**config.mk**
```make
export PLATFORM = sky130hd
export DESIGN_NAME = pf_mem_gate
export DESIGN_NICKNAME = d
export VERILOG_FILES = /design/src/rtl/pfg_pkg.sv /design/src/rtl/pfg_sync.sv /design/src/rtl/pfg_recover_filter.sv /design/src/rtl/pfg_batt_pick.sv /design/src/rtl/pf_mem_gate.sv
export SDC_FILE = /design/constraint.sdc
export NUM_CORES = 1
export LEC_CHECK = 0
export BUFFER_PORTS_ARGS = -buffer_cell sky130_fd_sc_hd__buf_2
export CORE_AREA = 5 5 42 44
export DETAILED_ROUTE_END_ITERATION = 6
export DIE_AREA = 0 0 47 49
export PLACE_DENSITY = 0.46
export SLEW_MARGIN = 10
export SYNTH_ARGS = -nofsm -noshare
export SYNTH_HDL_FRONTEND = slang
export SYNTH_SLANG_ARGS = --single-unit
```
**constraint.sdc**
```tcl
create_clock -name clk -period 2.96 [get_ports clk]
set_input_delay 0 -clock clk [delete_from_list [all_inputs] [get_ports clk]]
set_output_delay 0 -clock clk [all_outputs]
set_load 0.01 [all_outputs]
```
**src/rtl/pfg_pkg.sv**
```systemverilog
package pfg_pkg;

  // Source feeding the backup rail.
  typedef enum logic [1:0] {
    SRC_MAIN = 2'b00,
    SRC_BAT1 = 2'b01,
    SRC_BAT2 = 2'b10
  } rail_src_t;

  // Default number of consecutive healthy samples needed to leave failure.
  localparam int DEF_RECOVER_CYCLES = 8;

  // Default synchroniser depth.
  localparam int DEF_SYNC_STAGES = 2;

endpackage

```
**src/rtl/pfg_sync.sv**
```systemverilog
module pfg_sync #(
  parameter int   STAGES  = 2,
  parameter logic RST_VAL = 1'b1
) (
  input  logic clk,
  input  logic rst,
  input  logic d,
  output logic q
);

  logic [STAGES-1:0] chain;

  generate
    if (STAGES == 1) begin : g_single
      always_ff @(posedge clk) begin
        if (rst) chain <= RST_VAL;
        else     chain <= d;
      end
    end else begin : g_multi
      always_ff @(posedge clk) begin
        if (rst) chain <= {STAGES{RST_VAL}};
        else     chain <= {chain[STAGES-2:0], d};
      end
    end
  endgenerate

  assign q = chain[STAGES-1];

  initial begin
    assert (STAGES >= 1) else $error("pfg_sync: STAGES must be at least 1");
  end

endmodule

```
**src/rtl/pfg_recover_filter.sv**
```systemverilog
module pfg_recover_filter #(
  parameter int RECOVER_CYCLES = 8,
  localparam int CNT_W = (RECOVER_CYCLES < 2) ? 1 : $clog2(RECOVER_CYCLES)
) (
  input  logic clk,
  input  logic rst,
  input  logic fail_s,
  output logic fail_q
);

  localparam logic [CNT_W-1:0] LAST = CNT_W'(RECOVER_CYCLES - 1);

  logic [CNT_W-1:0] ok_cnt;

  // Entry is immediate; exit needs RECOVER_CYCLES healthy samples in a row.
  always_ff @(posedge clk) begin
    if (rst) begin
      fail_q <= 1'b1;
      ok_cnt <= '0;
    end else if (fail_s) begin
      fail_q <= 1'b1;
      ok_cnt <= '0;
    end else if (fail_q) begin
      if (ok_cnt == LAST) begin
        fail_q <= 1'b0;
        ok_cnt <= '0;
      end else begin
        ok_cnt <= ok_cnt + 1'b1;
      end
    end else begin
      ok_cnt <= '0;
    end
  end

  // a synchronised fail sample always lands in the failed state.
  p_fast_entry_r5: assert property (@(posedge clk) disable iff (rst)
    fail_s |=> fail_q);

  // leaving failure requires the last sample to have been healthy.
  p_exit_healthy_r5: assert property (@(posedge clk) disable iff (rst)
    $fell(fail_q) |-> !$past(fail_s));

  // counter stays inside its window.
  p_cnt_bound_r5: assert property (@(posedge clk) disable iff (rst)
    ok_cnt <= LAST);

  // counter is idle outside the failed state.
  p_cnt_idle_r5: assert property (@(posedge clk) disable iff (rst)
    !fail_q |-> ok_cnt == '0);

  initial begin
    assert (RECOVER_CYCLES >= 1) else $error("pfg_recover_filter: RECOVER_CYCLES must be at least 1");
  end

endmodule

```
**src/rtl/pfg_batt_pick.sv**
```systemverilog
module pfg_batt_pick
  import pfg_pkg::*;
(
  input  logic      on_backup,
  input  logic      b1_present,
  input  logic      b2_present,
  input  logic      b1_gt_b2,
  input  logic      b2_gt_b1,
  output rail_src_t src
);

  always_comb begin
    src = SRC_MAIN;
    if (on_backup) begin
      unique case ({b1_present, b2_present})
        2'b11:   src = (b2_gt_b1 && !b1_gt_b2) ? SRC_BAT2 : SRC_BAT1;
        2'b10:   src = SRC_BAT1;
        2'b01:   src = SRC_BAT2;
        default: src = SRC_MAIN;
      endcase
    end
  end

  // a missing battery is never chosen.
  always_comb begin
    if (!b1_present) assert (src != SRC_BAT1) else $error("p_no_gnd_b1_r9");
    if (!b2_present) assert (src != SRC_BAT2) else $error("p_no_gnd_b2_r9");
  end

endmodule

```
**src/rtl/pf_mem_gate.sv**
```systemverilog
module pf_mem_gate
  import pfg_pkg::*;
#(
  parameter int SYNC_STAGES    = DEF_SYNC_STAGES,
  parameter int RECOVER_CYCLES = DEF_RECOVER_CYCLES
) (
  input  logic clk,
  input  logic rst,
  input  logic supply_low,
  input  logic ram_rom_sel,
  input  logic host_ce_n,
  input  logic xfer_open,
  input  logic bat1_present,
  input  logic bat2_present,
  input  logic bat1_gt_bat2,
  input  logic bat2_gt_bat1,
  output logic mem_ce_n,
  output logic tk_block,
  output logic use_bat1,
  output logic use_bat2
);

  logic      fail_s;
  logic      fail_q;
  rail_src_t src;
  logic      ce_n_next;

  pfg_sync #(
    .STAGES  (SYNC_STAGES),
    .RST_VAL (1'b1)
  ) u_sync (
    .clk (clk),
    .rst (rst),
    .d   (supply_low),
    .q   (fail_s)
  );

  pfg_recover_filter #(
    .RECOVER_CYCLES (RECOVER_CYCLES)
  ) u_filter (
    .clk    (clk),
    .rst    (rst),
    .fail_s (fail_s),
    .fail_q (fail_q)
  );

  pfg_batt_pick u_pick (
    .on_backup  (fail_q),
    .b1_present (bat1_present),
    .b2_present (bat2_present),
    .b1_gt_b2   (bat1_gt_bat2),
    .b2_gt_b1   (bat2_gt_bat1),
    .src        (src)
  );

  // Failure dominates; then the transfer window; then pass-through.
  always_comb begin
    if (fail_q)         ce_n_next = !ram_rom_sel;
    else if (xfer_open) ce_n_next = 1'b1;
    else                ce_n_next = host_ce_n;
  end

  always_ff @(posedge clk) begin
    if (rst) begin
      mem_ce_n <= 1'b1;
      tk_block <= 1'b1;
      use_bat1 <= 1'b0;
      use_bat2 <= 1'b0;
    end else begin
      mem_ce_n <= ce_n_next;
      tk_block <= fail_q;
      use_bat1 <= (src == SRC_BAT1);
      use_bat2 <= (src == SRC_BAT2);
    end
  end

  // RAM held inactive while blocked.
  p_ram_protect_r1: assert property (@(posedge clk) disable iff (rst)
    (!$past(rst) && tk_block && !$past(ram_rom_sel)) |-> mem_ce_n);

  // ROM driven low while blocked.
  p_rom_low_r2: assert property (@(posedge clk) disable iff (rst)
    (!$past(rst) && tk_block && $past(ram_rom_sel)) |-> !mem_ce_n);

  // pass-through with one cycle of latency.
  p_follow_r3: assert property (@(posedge clk) disable iff (rst)
    (!$past(rst) && !tk_block && !$past(xfer_open)) |-> mem_ce_n == $past(host_ce_n));

  // transfer window keeps memory deselected.
  p_xfer_hold_r4: assert property (@(posedge clk) disable iff (rst)
    (!$past(rst) && !tk_block && $past(xfer_open)) |-> mem_ce_n);

  // never both batteries.
  p_sel_onehot_r10: assert property (@(posedge clk) disable iff (rst)
    $onehot0({use_bat1, use_bat2}));

  // healthy supply uses the main rail.
  p_main_rail_r10: assert property (@(posedge clk) disable iff (rst)
    !tk_block |-> !use_bat1 && !use_bat2);

  // a grounded battery input is never selected.
  p_gnd_b1_r9: assert property (@(posedge clk) disable iff (rst)
    use_bat1 |-> $past(bat1_present));
  p_gnd_b2_r9: assert property (@(posedge clk) disable iff (rst)
    use_bat2 |-> $past(bat2_present));

  // equal batteries prefer battery 1.
  p_tie_b1_r8: assert property (@(posedge clk) disable iff (rst)
    (!$past(rst) && tk_block && $past(bat1_present && bat2_present
      && !bat1_gt_bat2 && !bat2_gt_bat1)) |-> use_bat1);

endmodule

```
# After elaboration in Yosys (flattened, before gate mapping)
# Index checks and enable logic that the tools add are counted.
dict set report totals {
  register_bits 10
  inputBits 10
  output_inout_bits 4
  wordCells 27
}
dict set report classes {
  add_sub_neg 1
  n_eq_ne 6
  n_mux 7
  n_bitwise 1
  n_reduce_logical 5
}
# cell count
set op_table {}
lappend op_table {{equality test 2 bit, second input constant} 3}
lappend op_table {{one-hot mux 2 bit (3 select lines)} 1}
lappend op_table {{equality test 2 x 1 -> 1 bit, second input constant} 2}
lappend op_table {{2-to-1 mux 1 bit} 4}
lappend op_table {{2-to-1 mux 2 bit} 2}
lappend op_table {{OR reduction 4 bit} 1}
lappend op_table {{adder 3 x 1 -> 3 bit, second input constant} 1}
lappend op_table {{equality test 3 bit, second input constant} 1}
lappend op_table {{zero test 1 bit} 2}
lappend op_table {{OR reduction 2 bit} 1}
lappend op_table {{logical AND 1 bit} 1}
lappend op_table {{inverter 1 bit} 1}

# Longest topological paths before layout
# Gate-level depths: netlist (run 1).
dict set report depth {
  ltp_word 6
  ltp_mapped 4
  depth_no_buf 4
}

# Hierarchy
# A second synthesis (run 1) with hierarchy kept.
dict set report unflattened {
  cells_unflattened 31
  area_unflattened_um2 371.6
}
# module instances cells_per_inst area_per_inst_um2 seq_area_each_um2
set by_module_without_submodules {}
lappend by_module_without_submodules {pfg_recover_filter 1 13 165.2 80.1}
lappend by_module_without_submodules {pf_mem_gate 1 9 117.6 80.1}
lappend by_module_without_submodules {pfg_sync 1 4 52.6 40.0}
lappend by_module_without_submodules {pfg_batt_pick 1 5 36.3 0.0}

# Worst setup path before layout (run 1)
# Ideal clock, no wire load.
dict set report synth_timing {
  path_type {register to register}
  start {register u_filter.ok_cnt[0]}
  end {register u_filter.ok_cnt[0]}
  setup_time_ps 65
  arrival_time_ps 1071
  required_time_ps 2895
  setup_slack_ps 1823
  stages_incl_launch_ff 5
  n_path_buf 0
  synth_period_minus_slack_ps 1137
  path_cell_list {dfxtp_1 -> ha_1 -> ha_1 -> nor4b_2 -> nor2b_1}
}
dict set report synth_between {
  elab_chain_len 2
  word_cells_on_any_way 3
  classes_between {add/sub (1); eq/ne (1); reduce/logical (1)}
}
# item line_no
set synth_lines {}
lappend synth_lines {{from (decl)} pfg_recover_filter.sv:13} ;# logic [CNT_W-1:0] ok_cnt;
lappend synth_lines {{from (signal assigned)} pfg_recover_filter.sv:28} ;# ok_cnt <= ok_cnt + 1'b1;
lappend synth_lines {{branches (longest 2 deep; another with adder 3 x 1 -> 3 bit)} --}
# Several ways; the timed one is not identified.
# A chain may end at the register's enable or synchronous reset.

# Final worst setup path (run 1)
dict set report layout_timing {
  start {register u_filter.fail_q}
  end {register use_bat2}
}
dict set report layout_between {
  elab_chain_len 2
}
# item line_no
set layout_lines {}
lappend layout_lines {{from (decl)} pfg_recover_filter.sv:8} ;# output logic fail_q
lappend layout_lines {{from (signal assigned)} pfg_recover_filter.sv:18} ;# fail_q <= 1'b1;
lappend layout_lines {{from (signal assigned)} pfg_recover_filter.sv:21} ;# fail_q <= 1'b1;
lappend layout_lines {{from (signal assigned)} pfg_recover_filter.sv:25} ;# fail_q <= 1'b0;
lappend layout_lines {{2-to-1 mux 2 bit} pfg_batt_pick.sv:14} ;# if (on_backup) begin
lappend layout_lines {{equality test 2 bit} pf_mem_gate.sv:73} ;# use_bat2 <= (src == SRC_BAT2);
lappend layout_lines {{to (signal assigned)} pf_mem_gate.sv:73}
lappend layout_lines {{to (decl)} pf_mem_gate.sv:20} ;# output logic use_bat2
# Every way passes these cells.

==> metrics.txt, run 1 <==
# TYPE chip_impl_metric gauge
chip_impl_metric{name="cts_max_path_buffers",unit=""} 2
chip_impl_metric{name="crit_arrival",unit="ps"} 1640
chip_impl_metric{name="hold_violations",unit=""} 0
chip_impl_metric{name="crit_path_max_incr_delay",unit="ps"} 590
chip_impl_metric{name="initial_utilization",unit="%"} 24.6
chip_impl_metric{name="post-dp-hpwl",unit="um"} 549
chip_impl_info{name="timing.critical_path.cells",value="inv_1, a2111oi_1, dlygate4sd3_1"} 1
chip_impl_metric{name="numCtsBuffers",unit=""} 3
chip_impl_metric{name="comb_power_share",unit="%"} 7.7
chip_impl_info{name="setup.worst_path.start_class",value="flip-flop"} 1
chip_impl_metric{name="place.detailed.instances",unit=""} 58
chip_impl_info{name="unrepaired_setup_endpoints_after_global_routing",value="no"} 1
chip_impl_metric{name="syn_area_per_cell",unit="sq um"} 11.9
chip_impl_metric{name="synth_cells",unit=""} 29
chip_impl_metric{name="worst_path_buf_inv",unit=""} 2
chip_impl_metric{name="detail_route.wirelength",unit="um"} 706
chip_impl_metric{name="area_growth",unit="%"} 49.6
chip_impl_metric{name="route.antenna.remaining_nets",unit=""} 0
chip_impl_metric{name="detail_route.drc_violations",unit=""} 0
chip_impl_metric{name="period_minus_slack",unit="ps"} 1430
chip_impl_metric{name="setup_viol",unit=""} 0
chip_impl_metric{name="postLayoutCoreUtil",unit="%"} 36.9
chip_impl_metric{name="timing.final.crit_share",unit="%"} 48.2
chip_impl_info{name="cpMaxStageDelayCell",value="sky130_fd_sc_hd__dlygate4sd3_1"} 1
chip_impl_metric{name="cts.sink_count",unit=""} 10
chip_impl_metric{name="fp.dieW",unit="um"} 47
chip_impl_metric{name="cp_data_required_time",unit="ps"} 3170
chip_impl_metric{name="fp.coreArea",unit="sq um"} 1400
chip_impl_metric{name="seq_power_share",unit="%"} 49.4
chip_impl_metric{name="overall_power_after_layout",unit="uW"} 282
chip_impl_metric{name="grt_pass1_vias",unit=""} 288
chip_impl_info{name="root_buffer",value="sky130_fd_sc_hd__clkbuf_4"} 1
chip_impl_metric{name="yosysWarnings",unit=""} 0
chip_impl_metric{name="switching_share",unit="%"} 19.9
chip_impl_metric{name="synth_fp_nets",unit=""} 41
chip_impl_metric{name="crit_path_max_fanout",unit=""} 5
chip_impl_metric{name="dr.first_iter.drc_count",unit=""} 2
chip_impl_metric{name="timing.final.max_slew_violations",unit=""} 0
chip_impl_metric{name="worst_clock_skew",unit="ps"} 3.37
chip_impl_metric{name="peakVddDrop",unit="mV"} 0.173
chip_impl_info{name="outcome",value="finished, final reports clean"} 1
chip_impl_metric{name="io_pins",unit=""} 14
chip_impl_metric{name="clkPwrFrac",unit="%"} 42.9
chip_impl_metric{name="placement_rows",unit=""} 14
chip_impl_metric{name="synth-seq-area-share",unit="%"} 58.0
chip_impl_metric{name="layout.cells.non_filler",unit=""} 67
chip_impl_metric{name="drt_first_pass_iters",unit=""} 2
chip_impl_metric{name="wl_per_cell",unit="um"} 10.5
chip_impl_metric{name="global_routing_usage_summed_across_all_routing_layers",unit="%"} 7.70
chip_impl_metric{name="post_dp_cell_area",unit="sq um"} 430
chip_impl_info{name="critical-path-top-delay-family",value="buffers and inverters"} 1
chip_impl_metric{name="p_per_area",unit="nW/um^2"} 547
chip_impl_metric{name="yosysUniqueCellTypes",unit=""} 14
chip_impl_metric{name="timing.reg2reg.setup_slack",unit="ps"} 1530
chip_impl_metric{name="design.final.nets",unit=""} 64
chip_impl_metric{name="global_route.overflow_total",unit=""} 0
chip_impl_metric{name="fraction_of_layout_cells_with_a_size_suffix_above_1",unit="%"} 37.3
chip_impl_info{name="min_path_type",value="input pin to flip-flop"} 1
chip_impl_info{name="timing_worst_setup_path_type",value="flip-flop to flip-flop"} 1
chip_impl_metric{name="setup_tns",unit="ps"} 0
chip_impl_metric{name="cts_max_level",unit=""} 1
chip_impl_info{name="setup.worst_path.end_class",value="flip-flop"} 1
chip_impl_metric{name="design_area",unit="sq um"} 517
chip_impl_metric{name="cts.repair_timing.setup_buffer_count",unit=""} 0
chip_impl_metric{name="relSlewSlack",unit="%"} 80.0
chip_impl_metric{name="intPower",unit="uW"} 226
chip_impl_metric{name="place.port_buffers",unit=""} 13
chip_impl_metric{name="ys_ff_latch",unit=""} 10
chip_impl_metric{name="synth.cell_area",unit="sq um"} 345
chip_impl_metric{name="clkTransAtPathRegs",unit="ps"} 70
chip_impl_metric{name="die_area",unit="sq um"} 2300
chip_impl_metric{name="antenna_violations_before_repair",unit=""} 0
chip_impl_metric{name="drv_cap",unit=""} 0
chip_impl_info{name="tritoncts",value="yes"} 1
chip_impl_metric{name="transition_time_of_the_tightest_slew_check_pin",unit="ps"} 299
chip_impl_metric{name="num_vias",unit=""} 286
chip_impl_metric{name="leakage",unit="uW"} 0.000255
chip_impl_metric{name="n_diodes",unit=""} 0
chip_impl_metric{name="grt_first_pass_wirelength",unit="um"} 1150
chip_impl_metric{name="via_per_inst",unit=""} 4.27
chip_impl_metric{name="grt_start_max_net_pins",unit=""} 9
chip_impl_metric{name="fmax",unit="MHz"} 700
chip_impl_metric{name="clk_latency",unit="ps"} 260
chip_impl_metric{name="netSwitchingPower",unit="uW"} 56.1
chip_impl_metric{name="replace_congestion",unit=""} 0.707
chip_impl_metric{name="die_y",unit="um"} 49
worst paths after layout:
path | startpoint | to | cells after the start
worst max-delay path | u_filter.fail_q | use_bat2 | 3
worst min-delay path | rst | tk_block | 2
worst max register to register | u_filter.fail_q | use_bat2 | 3
worst min register to register | u_sync.chain[0] | u_sync.chain[1] | 1
flip-flops by register name, summed over array words and instances (netlist names):
name	cells
mem_ce_n	1
u_filter.fail_q	1
u_filter.ok_cnt	3
use_bat2	1
use_bat1	1
u_sync.chain	2
tk_block	1
metrics by stage:
stage / worst slack, ps / hold slack [ps]
detailed placement: 1690 / 183
finish: 1530 / 44.9
floorplan: 1820 / 81.8
global route: 1460 / 41.7
CTS: 1540 / 36.6
global placement: 1790 / 177
logic make-up after synthesis:
| kind of cell | count (synthesis) | synth area share [%] |
|---|---|---|
| buffers and inverters | 2 | 2.17 |
| adders and majority gates | 2 | 7.25 |
| AOI/OAI and AO/OA | 4 | 8.69 |
| DFF | 10 | 58.0 |
| and+or+nand+nor | 11 | 23.9 |
layout make-up:
cell class,count,area (sq um)
clock buffer,4,36.3
sequential,10,200
fill,149,885
inverter,2,7.51
timing repair buffer,18,115
tap,16,20.0
multi-input combinational,17,138
synth_stat cells:
master / n / area (sq um)
sky130_fd_sc_hd__dfxtp_1: 10 / 200
sky130_fd_sc_hd__or2_1: 3 / 18.8
sky130_fd_sc_hd__and2_1: 2 / 12.5
sky130_fd_sc_hd__ha_1: 2 / 25.0
sky130_fd_sc_hd__inv_1: 2 / 7.51
sky130_fd_sc_hd__nor2b_1: 2 / 12.5
sky130_fd_sc_hd__a2111oi_1: 1 / 10.0
sky130_fd_sc_hd__a21oi_1: 1 / 5.00
sky130_fd_sc_hd__nand2b_4: 1 / 13.8
sky130_fd_sc_hd__nor2_1: 1 / 3.75
sky130_fd_sc_hd__nor4_1: 1 / 6.26
sky130_fd_sc_hd__nor4b_2: 1 / 15.0
sky130_fd_sc_hd__o211a_1: 1 / 10.0
sky130_fd_sc_hd__o21ai_0: 1 / 5.00
routing by layer:
metal / track usage, % / vias up / wire (um)
li1: - / 143 / -
met1: 8.20 / 129 / 311
met2: 9.28 / 14 / 292
met3: 4.80 / 0 / 103
met4: 8.29 / 0 / 0
met5: 0 / - / 0
power by group through the flow:
stage	Clock [uW]	Sequential, uW	Combinational, uW
2_1_floorplan	0	144	5.30
3_3_place_gp	0	142	16.5
3_5_place_dp	0	143	17.2
4_1_cts	128	140	22.2
5_1_grt	138	140	23.9
6_report	121	140	21.7
repair_timing:
action,CTS,global route
gates resized for setup,0,0
hold buffers,5,0
hold endpoints to repair,4,0
worst register-to-register path, delay by kind of cell (launching register included):
family / cells / cell delay (ps)
buffers and inverters: 2 / 660
flip-flops: 1 / 380
AO/OA/AOI/OAI: 1 / 340
cells in the final DEF, fill, tap and decap left out, types with 2 or more instances in the layout:
| master | n |
|---|---|
| sky130_fd_sc_hd__dlygate4sd3_1 | 5 |
| sky130_fd_sc_hd__ha_1 | 2 |
| sky130_fd_sc_hd__or2_1 | 3 |
| sky130_fd_sc_hd__inv_1 | 2 |
| sky130_fd_sc_hd__clkbuf_4 | 3 |
| sky130_fd_sc_hd__nor2b_1 | 2 |
| sky130_fd_sc_hd__buf_2 | 13 |
| sky130_fd_sc_hd__and2_1 | 2 |
| sky130_fd_sc_hd__dfxtp_1 | 10 |
(Power assumes the default switching activity.)
==> inputs of run 2 (changes only) <==
--- a/config.mk
+++ b/config.mk
@@ -5,11 +5,12 @@
 export SDC_FILE = /design/constraint.sdc
 export NUM_CORES = 1
 export LEC_CHECK = 0
+export ABC_AREA = 1
 export BUFFER_PORTS_ARGS = -buffer_cell sky130_fd_sc_hd__buf_2
 export CORE_AREA = 5 5 42 44
 export DETAILED_ROUTE_END_ITERATION = 6
 export DIE_AREA = 0 0 47 49
-export PLACE_DENSITY = 0.46
+export PLACE_DENSITY = 0.48
 export SLEW_MARGIN = 10
 export SYNTH_ARGS = -nofsm -noshare
 export SYNTH_HDL_FRONTEND = slang
==> constraint.sdc (replaced) <==
create_clock -name clk -period 1.21 [get_ports clk]
set_input_delay 0 -clock clk [delete_from_list [all_inputs] [get_ports clk]]
set_output_delay 0 -clock clk [all_outputs]
set_load 0.01 [all_outputs]
==> metrics.txt, run 2 <==
# TYPE chip_impl_metric gauge
chip_impl_metric{name="timing.reg2reg.setup_slack",unit="ps"} 200
chip_impl_metric{name="setup_tns",unit="ps"} 0
chip_impl_metric{name="antenna_violations_before_repair",unit=""} 0
chip_impl_metric{name="cts_max_path_buffers",unit=""} 2
chip_impl_metric{name="detail_route.drc_violations",unit=""} 0
chip_impl_metric{name="design.final.nets",unit=""} 76
chip_impl_info{name="timing_worst_setup_path_type",value="flip-flop to flip-flop"} 1
chip_impl_info{name="yosys.cell_count.top_type",value="sky130_fd_sc_hd__dfxtp_1"} 1
chip_impl_metric{name="relSlewSlack",unit="%"} 88.5
chip_impl_metric{name="synth_cells",unit=""} 40
chip_impl_metric{name="cts_max_level",unit=""} 1
chip_impl_info{name="unrepaired_setup_endpoints_after_global_routing",value="no"} 1
chip_impl_metric{name="synth_fp_nets",unit=""} 52
chip_impl_info{name="biggest_registers_after_layout",value="u_filter.ok_cnt: 3 flops, u_sync.chain: 2 flops"} 1
chip_impl_metric{name="die_y",unit="um"} 49
chip_impl_metric{name="post-dp-hpwl",unit="um"} 457
chip_impl_metric{name="crit_arrival",unit="ps"} 1210
chip_impl_info{name="netlist_top_cells_area",value="sky130_fd_sc_hd__dfxtp_1, sky130_fd_sc_hd__inv_1, sky130_fd_sc_hd__ha_1"} 1
chip_impl_metric{name="peakVddDrop",unit="mV"} 0.612
chip_impl_metric{name="cts.repair_timing.setup_buffer_count",unit=""} 0
chip_impl_metric{name="design_area",unit="sq um"} 519
chip_impl_info{name="synthDominantAreaCellType",value="sky130_fd_sc_hd__dfxtp_1"} 1
chip_impl_metric{name="largest_register_ff_count",unit=""} 3
chip_impl_metric{name="fmax",unit="MHz"} 986
chip_impl_metric{name="timing.final.max_slew_violations",unit=""} 0
chip_impl_metric{name="grt_first_pass_wirelength",unit="um"} 1180
chip_impl_metric{name="async_flop_share",unit="%"} 0
chip_impl_metric{name="yosysWarnings",unit=""} 0
chip_impl_metric{name="drt_first_pass_iters",unit=""} 2
chip_impl_metric{name="clk_latency",unit="ps"} 260
chip_impl_metric{name="clkTransAtPathRegs",unit="ps"} 60
chip_impl_metric{name="overall_power_after_layout",unit="uW"} 623
chip_impl_metric{name="cts_hold_buffers_added",unit=""} 6
chip_impl_metric{name="global_routing_usage_summed_across_all_routing_layers",unit="%"} 7.56
chip_impl_metric{name="p_per_area",unit="nW/um^2"} 1200
chip_impl_metric{name="drv_cap",unit=""} 0
chip_impl_metric{name="wl_per_cell",unit="um"} 8.45
chip_impl_info{name="most_common_cell_after_layout_fill_and_taps_aside",value="sky130_fd_sc_hd__buf_2"} 1
chip_impl_metric{name="postLayoutCoreUtil",unit="%"} 37.1
chip_impl_metric{name="fraction_of_layout_cells_with_a_size_suffix_above_1",unit="%"} 35.5
chip_impl_metric{name="synth.cell_area",unit="sq um"} 352
chip_impl_metric{name="global_route.overflow_total",unit=""} 0
chip_impl_metric{name="synth_enable_flop_cells",unit=""} 0
chip_impl_metric{name="hold_violations",unit=""} 0
chip_impl_info{name="setup.worst_path.end_class",value="flip-flop"} 1
chip_impl_info{name="tritoncts",value="yes"} 1
chip_impl_metric{name="cts.sink_count",unit=""} 10
chip_impl_metric{name="fp.dieW",unit="um"} 47
chip_impl_metric{name="via_per_inst",unit=""} 4.01
chip_impl_metric{name="setup_viol",unit=""} 0
chip_impl_info{name="outcome",value="finished, final reports clean"} 1
chip_impl_info{name="min_path_type",value="input pin to flip-flop"} 1
chip_impl_metric{name="initial_utilization",unit="%"} 25.1
chip_impl_metric{name="replace_congestion",unit=""} 0.669
chip_impl_metric{name="post_dp_cell_area",unit="sq um"} 437
chip_impl_info{name="synth-main-ff-cell",value="sky130_fd_sc_hd__dfxtp_1"} 1
chip_impl_metric{name="num_vias",unit=""} 313
chip_impl_metric{name="ys_ff_latch",unit=""} 10
chip_impl_metric{name="cp_data_required_time",unit="ps"} 1410
chip_impl_metric{name="regArea",unit="sq um"} 200
chip_impl_metric{name="transition_time_of_the_tightest_slew_check_pin",unit="ps"} 172
chip_impl_metric{name="hold_slack_final",unit="ps"} 10.2
chip_impl_metric{name="area_of_the_multi_input_gates",unit="sq um"} 121
chip_impl_metric{name="period_minus_slack",unit="ps"} 1010
chip_impl_info{name="most_used_cells_in_the_layout_excluding_fill_and_tap_cells",value="sky130_fd_sc_hd__buf_2, sky130_fd_sc_hd__dfxtp_1, sky130_fd_sc_hd__inv_1, sky130_fd_sc_hd__nor2_1, sky130_fd_sc_hd__dlygate4sd3_1"} 1
chip_impl_metric{name="leakage",unit="uW"} 0.000259
chip_impl_metric{name="io_pins",unit=""} 14
chip_impl_metric{name="yosysUniqueCellTypes",unit=""} 12
chip_impl_metric{name="route.antenna.remaining_nets",unit=""} 0
chip_impl_info{name="registers.top_by_ff_count",value="u_filter.ok_cnt"} 1
chip_impl_metric{name="placement_rows",unit=""} 14
chip_impl_metric{name="nFillCells",unit=""} 162
chip_impl_metric{name="post_cts.resized_instances",unit=""} 0
chip_impl_metric{name="n_diodes",unit=""} 0
chip_impl_metric{name="post-synth-top-area-fraction",unit="%"} 56.9
chip_impl_metric{name="worst_clock_skew",unit="ps"} 2.32
chip_impl_metric{name="crit_path_max_fanout",unit=""} 4
chip_impl_metric{name="syn_area_per_cell",unit="sq um"} 8.79
chip_impl_info{name="root_buffer",value="sky130_fd_sc_hd__clkbuf_4"} 1
chip_impl_metric{name="dr.first_iter.drc_count",unit=""} 3
chip_impl_metric{name="synth-seq-area-share",unit="%"} 56.9
chip_impl_metric{name="timing.final.crit_share",unit="%"} 83.8
chip_impl_metric{name="die_area",unit="sq um"} 2300
chip_impl_metric{name="fp.coreArea",unit="sq um"} 1400
chip_impl_metric{name="numCtsBuffers",unit=""} 3
chip_impl_metric{name="grt_pass1_vias",unit=""} 297
chip_impl_metric{name="detail_route.wirelength",unit="um"} 659
chip_impl_metric{name="grt_start_max_net_pins",unit=""} 6
chip_impl_metric{name="area_growth",unit="%"} 47.7
chip_impl_info{name="synth_common_cells",value="sky130_fd_sc_hd__dfxtp_1, sky130_fd_sc_hd__inv_1, sky130_fd_sc_hd__nor2_1, sky130_fd_sc_hd__nand3_1, sky130_fd_sc_hd__nand2_1"} 1
chip_impl_info{name="setup.worst_path.start_class",value="flip-flop"} 1
chip_impl_metric{name="place.port_buffers",unit=""} 13
[run 2: metal layers]
metal	global-route usage (%)	routed length, um
met1	7.33	244
met5	0	0
met3	6.64	84
met2	11.3	318
met4	2.76	11
[run 2: cells by family (layout without fill, tap and decap cells)]
group                    after synthesis  after routing  share of synthesized area (%)
AND/OR/NAND/NOR                       19             19                           26.0
buffers and inverters                  8             30                           8.54
adder cells (fa/ha/maj)                2              2                           7.12
flip-flops                            10             10                           56.9
AO/OA/AOI/OAI                          1              1                           1.42
[run 2: worst max-delay path, cell delays in order, from the launching register on]
cell	delay, ps
sky130_fd_sc_hd__dfxtp_1	310
sky130_fd_sc_hd__ha_1	190
sky130_fd_sc_hd__ha_1	180
sky130_fd_sc_hd__nor2_2	110
sky130_fd_sc_hd__nand2_2	80
sky130_fd_sc_hd__nor2_1	80
[run 2: power by group]
part / switching [uW] / internal (uW) / total, uW
clock network: 103 / 114 / 218
logic: 24.8 / 36.5 / 61.3
registers: 3.55 / 340 / 344
[run 2: final timing paths]
path / from / end / cells after the start
max: u_filter.ok_cnt[0] / u_filter.ok_cnt[1] / 5
min: rst / u_filter.fail_q / 3
max reg2reg: u_filter.ok_cnt[0] / u_filter.ok_cnt[1] / 5
min reg2reg: u_sync.chain[0] / u_sync.chain[1] / 1
[run 2: layout make-up]
class,instances,area share [%]
clock buffers,3,4.34
inverters,8,5.78
multi-input cells,22,23.4
flip-flops and latches,10,38.6
well taps,16,3.86
repair buffers,19,24.1
[run 2: through the flow]
step	instances	worst slack [ps]
2_1_floorplan	40	254
3_3_place_gp	69	217
3_5_place_dp	69	194
4_1_cts	78	180
5_1_grt	78	88.2
6_report	78	196
==> inputs of run 3 (changes only) <==
--- a/config.mk
+++ b/config.mk
@@ -5,12 +5,12 @@
 export SDC_FILE = /design/constraint.sdc
 export NUM_CORES = 1
 export LEC_CHECK = 0
-export ABC_AREA = 1
+export ABC_AREA = 0
 export BUFFER_PORTS_ARGS = -buffer_cell sky130_fd_sc_hd__buf_2
 export CORE_AREA = 5 5 42 44
 export DETAILED_ROUTE_END_ITERATION = 6
 export DIE_AREA = 0 0 47 49
-export PLACE_DENSITY = 0.48
+export PLACE_DENSITY = 0.46
 export SLEW_MARGIN = 10
 export SYNTH_ARGS = -nofsm -noshare
 export SYNTH_HDL_FRONTEND = slang
==> constraint.sdc (replaced) <==
create_clock -name clk -period 1 [get_ports clk]
set_input_delay 0 -clock clk [delete_from_list [all_inputs] [get_ports clk]]
set_output_delay 0 -clock clk [all_outputs]
set_load 0.01 [all_outputs]
==> metrics.txt, run 3 (synthesis results as in run 1) <==
# TYPE chip_impl_metric gauge
chip_impl_metric{name="fmax",unit="MHz"} 917
chip_impl_metric{name="worst_clock_skew",unit="ps"} 3.24
chip_impl_metric{name="globalRouteMet2Util",unit="%"} 9.95
chip_impl_info{name="root_buffer",value="sky130_fd_sc_hd__clkbuf_4"} 1
chip_impl_metric{name="setup_viol",unit=""} 3
chip_impl_info{name="grt_most_used_layer",value="met2"} 1
chip_impl_info{name="outcome",value="complete, but fails checks"} 1
chip_impl_metric{name="dr.first_iter.drc_count",unit=""} 1
chip_impl_metric{name="detail_route.drc_violations",unit=""} 0
chip_impl_metric{name="crit_arrival",unit="ps"} 1280
chip_impl_metric{name="timing.final.ws_setup",unit="ps"} -90.6
chip_impl_metric{name="num_vias",unit=""} 269
chip_impl_metric{name="post_cts.resized_instances",unit=""} 0
chip_impl_metric{name="global_route.overflow_total",unit=""} 0
chip_impl_metric{name="placement_rows",unit=""} 14
chip_impl_metric{name="global_routing_usage_summed_across_all_routing_layers",unit="%"} 6.85
chip_impl_metric{name="cts_max_level",unit=""} 1
chip_impl_metric{name="io_pins",unit=""} 14
chip_impl_metric{name="antenna_violations_before_repair",unit=""} 0
chip_impl_metric{name="replace_congestion",unit=""} 0.668
chip_impl_info{name="setup.worst_path.start_class",value="flip-flop"} 1
chip_impl_metric{name="relSlewSlack",unit="%"} 81.5
chip_impl_metric{name="p_per_area",unit="nW/um^2"} 1370
chip_impl_metric{name="crit_path_max_fanout",unit=""} 3
chip_impl_metric{name="drt_first_pass_iters",unit=""} 2
chip_impl_metric{name="peakVddDrop",unit="mV"} 0.455
chip_impl_info{name="most_common_cell_after_layout_fill_and_taps_aside",value="sky130_fd_sc_hd__buf_2"} 1
chip_impl_metric{name="area_growth",unit="%"} 55.4
chip_impl_info{name="unrepaired_setup_endpoints_after_global_routing",value="yes"} 1
chip_impl_metric{name="cts_max_path_buffers",unit=""} 2
chip_impl_metric{name="grt_first_pass_wirelength",unit="um"} 1050
chip_impl_metric{name="via_per_inst",unit=""} 4.08
chip_impl_metric{name="gr-usage-met3",unit="%"} 4.43
chip_impl_metric{name="route.antenna.remaining_nets",unit=""} 0
chip_impl_metric{name="design.final.nets",unit=""} 64
chip_impl_metric{name="cts.sink_count",unit=""} 10
chip_impl_metric{name="grt_pass1_vias",unit=""} 275
chip_impl_metric{name="hold_violations",unit=""} 0
chip_impl_info{name="min_path_type",value="input pin to flip-flop"} 1
chip_impl_info{name="failed_checks",value="negative setup slack"} 1
chip_impl_metric{name="clk_latency",unit="ps"} 250
chip_impl_metric{name="die_area",unit="sq um"} 2300
chip_impl_info{name="registers.top_by_ff_count",value="u_filter.ok_cnt"} 1
chip_impl_metric{name="fraction_of_layout_cells_with_a_size_suffix_above_1",unit="%"} 46.0
chip_impl_metric{name="die_y",unit="um"} 49
chip_impl_metric{name="cp_data_required_time",unit="ps"} 1190
chip_impl_metric{name="overall_power_after_layout",unit="uW"} 733
chip_impl_metric{name="place.port_buffers",unit=""} 13
chip_impl_metric{name="setup_tns",unit="ps"} -264
chip_impl_metric{name="timing.final.crit_share",unit="%"} 109
chip_impl_metric{name="clkTransAtPathRegs",unit="ps"} 60
chip_impl_metric{name="largest_register_ff_count",unit=""} 3
chip_impl_metric{name="m1_gr_usage",unit="%"} 6.43
chip_impl_info{name="biggest_registers_after_layout",value="u_filter.ok_cnt: 3 flops, u_sync.chain: 2 flops"} 1
chip_impl_metric{name="fp.dieW",unit="um"} 47
chip_impl_metric{name="leakage",unit="uW"} 0.000251
chip_impl_info{name="timing_worst_setup_path_type",value="flip-flop to flip-flop"} 1
chip_impl_metric{name="fp.coreArea",unit="sq um"} 1400
chip_impl_metric{name="timing.final.max_slew_violations",unit=""} 0
chip_impl_metric{name="postLayoutCoreUtil",unit="%"} 38.3
chip_impl_metric{name="grt_start_max_net_pins",unit=""} 9
chip_impl_metric{name="period_minus_slack",unit="ps"} 1090
chip_impl_metric{name="initial_utilization",unit="%"} 24.6
chip_impl_metric{name="n_diodes",unit=""} 0
chip_impl_metric{name="wl_per_cell",unit="um"} 9.91
chip_impl_metric{name="transition_time_of_the_tightest_slew_check_pin",unit="ps"} 277
chip_impl_metric{name="drv_cap",unit=""} 0
chip_impl_info{name="most_used_cells_in_the_layout_excluding_fill_and_tap_cells",value="sky130_fd_sc_hd__buf_2, sky130_fd_sc_hd__dfxtp_1, sky130_fd_sc_hd__dlygate4sd3_1, sky130_fd_sc_hd__or2_1, sky130_fd_sc_hd__clkbuf_4"} 1
chip_impl_metric{name="numCtsBuffers",unit=""} 3
chip_impl_metric{name="detail_route.wirelength",unit="um"} 654
chip_impl_info{name="tritoncts",value="yes"} 1
chip_impl_info{name="setup.worst_path.end_class",value="flip-flop"} 1
[run 3: cell count changes in the layout (fill, tap and decap cells not counted), moves of 3 or more]
cell                      change
sky130_fd_sc_hd__inv_1        -5
sky130_fd_sc_hd__nor2_1       -5
sky130_fd_sc_hd__nand2_1      -3
sky130_fd_sc_hd__nand3_1      -4
sky130_fd_sc_hd__or2_1        +3
[run 3: area by class of cell]
cell class,count,area [sq um]
Timing Repair Buffer,18,113
Fill cell,148,865
Sequential cell,10,203
Inverter,2,7.51
Tap cell,16,20.0
Clock buffer,3,22.5
Multi-Input combinational cell,17,171
[run 3: power breakdown]
part	internal, uW	switching, uW	leakage (uW)
logic	40.3	25.2	0.000154
registers	410	4.58	0.0000829
clock network	138	115	0.0000138
total	588	145	0.000251
[run 3: worst max-delay path: stages (launching register included)]
cell	delay [ps]
sky130_fd_sc_hd__dfxtp_2	330
sky130_fd_sc_hd__ha_4	160
sky130_fd_sc_hd__ha_4	160
sky130_fd_sc_hd__nor4b_4	230
sky130_fd_sc_hd__nor2b_1	150
[run 3: final timing paths]
kind / startpoint / end / slack (ps) / cells past startpoint
worst max-delay path: u_filter.ok_cnt[0] / u_filter.ok_cnt[0] / -90 / 4
worst min-delay path: xfer_open / mem_ce_n / 10 / 3
worst max register to register: u_filter.ok_cnt[0] / u_filter.ok_cnt[0] / -90 / 4
worst min register to register: u_sync.chain[0] / u_sync.chain[1] / 410 / 1
[run 3: repair_timing]
action | in CTS | in global routing
hold endpoints to repair | 4 | 0
hold buffers | 4 | 0
endpoints found under the setup margin | 3 | 3
pin swaps | 2 | 1
buffers inserted | 0 | 1
[run 3: metal layers]
metal	routed length, um	share of wire [%]
met3	96	15
met4	0	0
met5	0	0
met1	256	39
met2	301	46
[run 3: through the flow]
step | cells | hold WS, ps | cell area (sq um) | worst slack, ps
6_report | 66 | 10.2 | 537 | -90.6
3_5_place_dp | 58 | 180 | 467 | -161
5_1_grt | 66 | 11.9 | 537 | -170
2_1_floorplan | 29 | 81.8 | 382 | -89.4
3_3_place_gp | 58 | 177 | 467 | -119
4_1_cts | 65 | 15.5 | 529 | -112
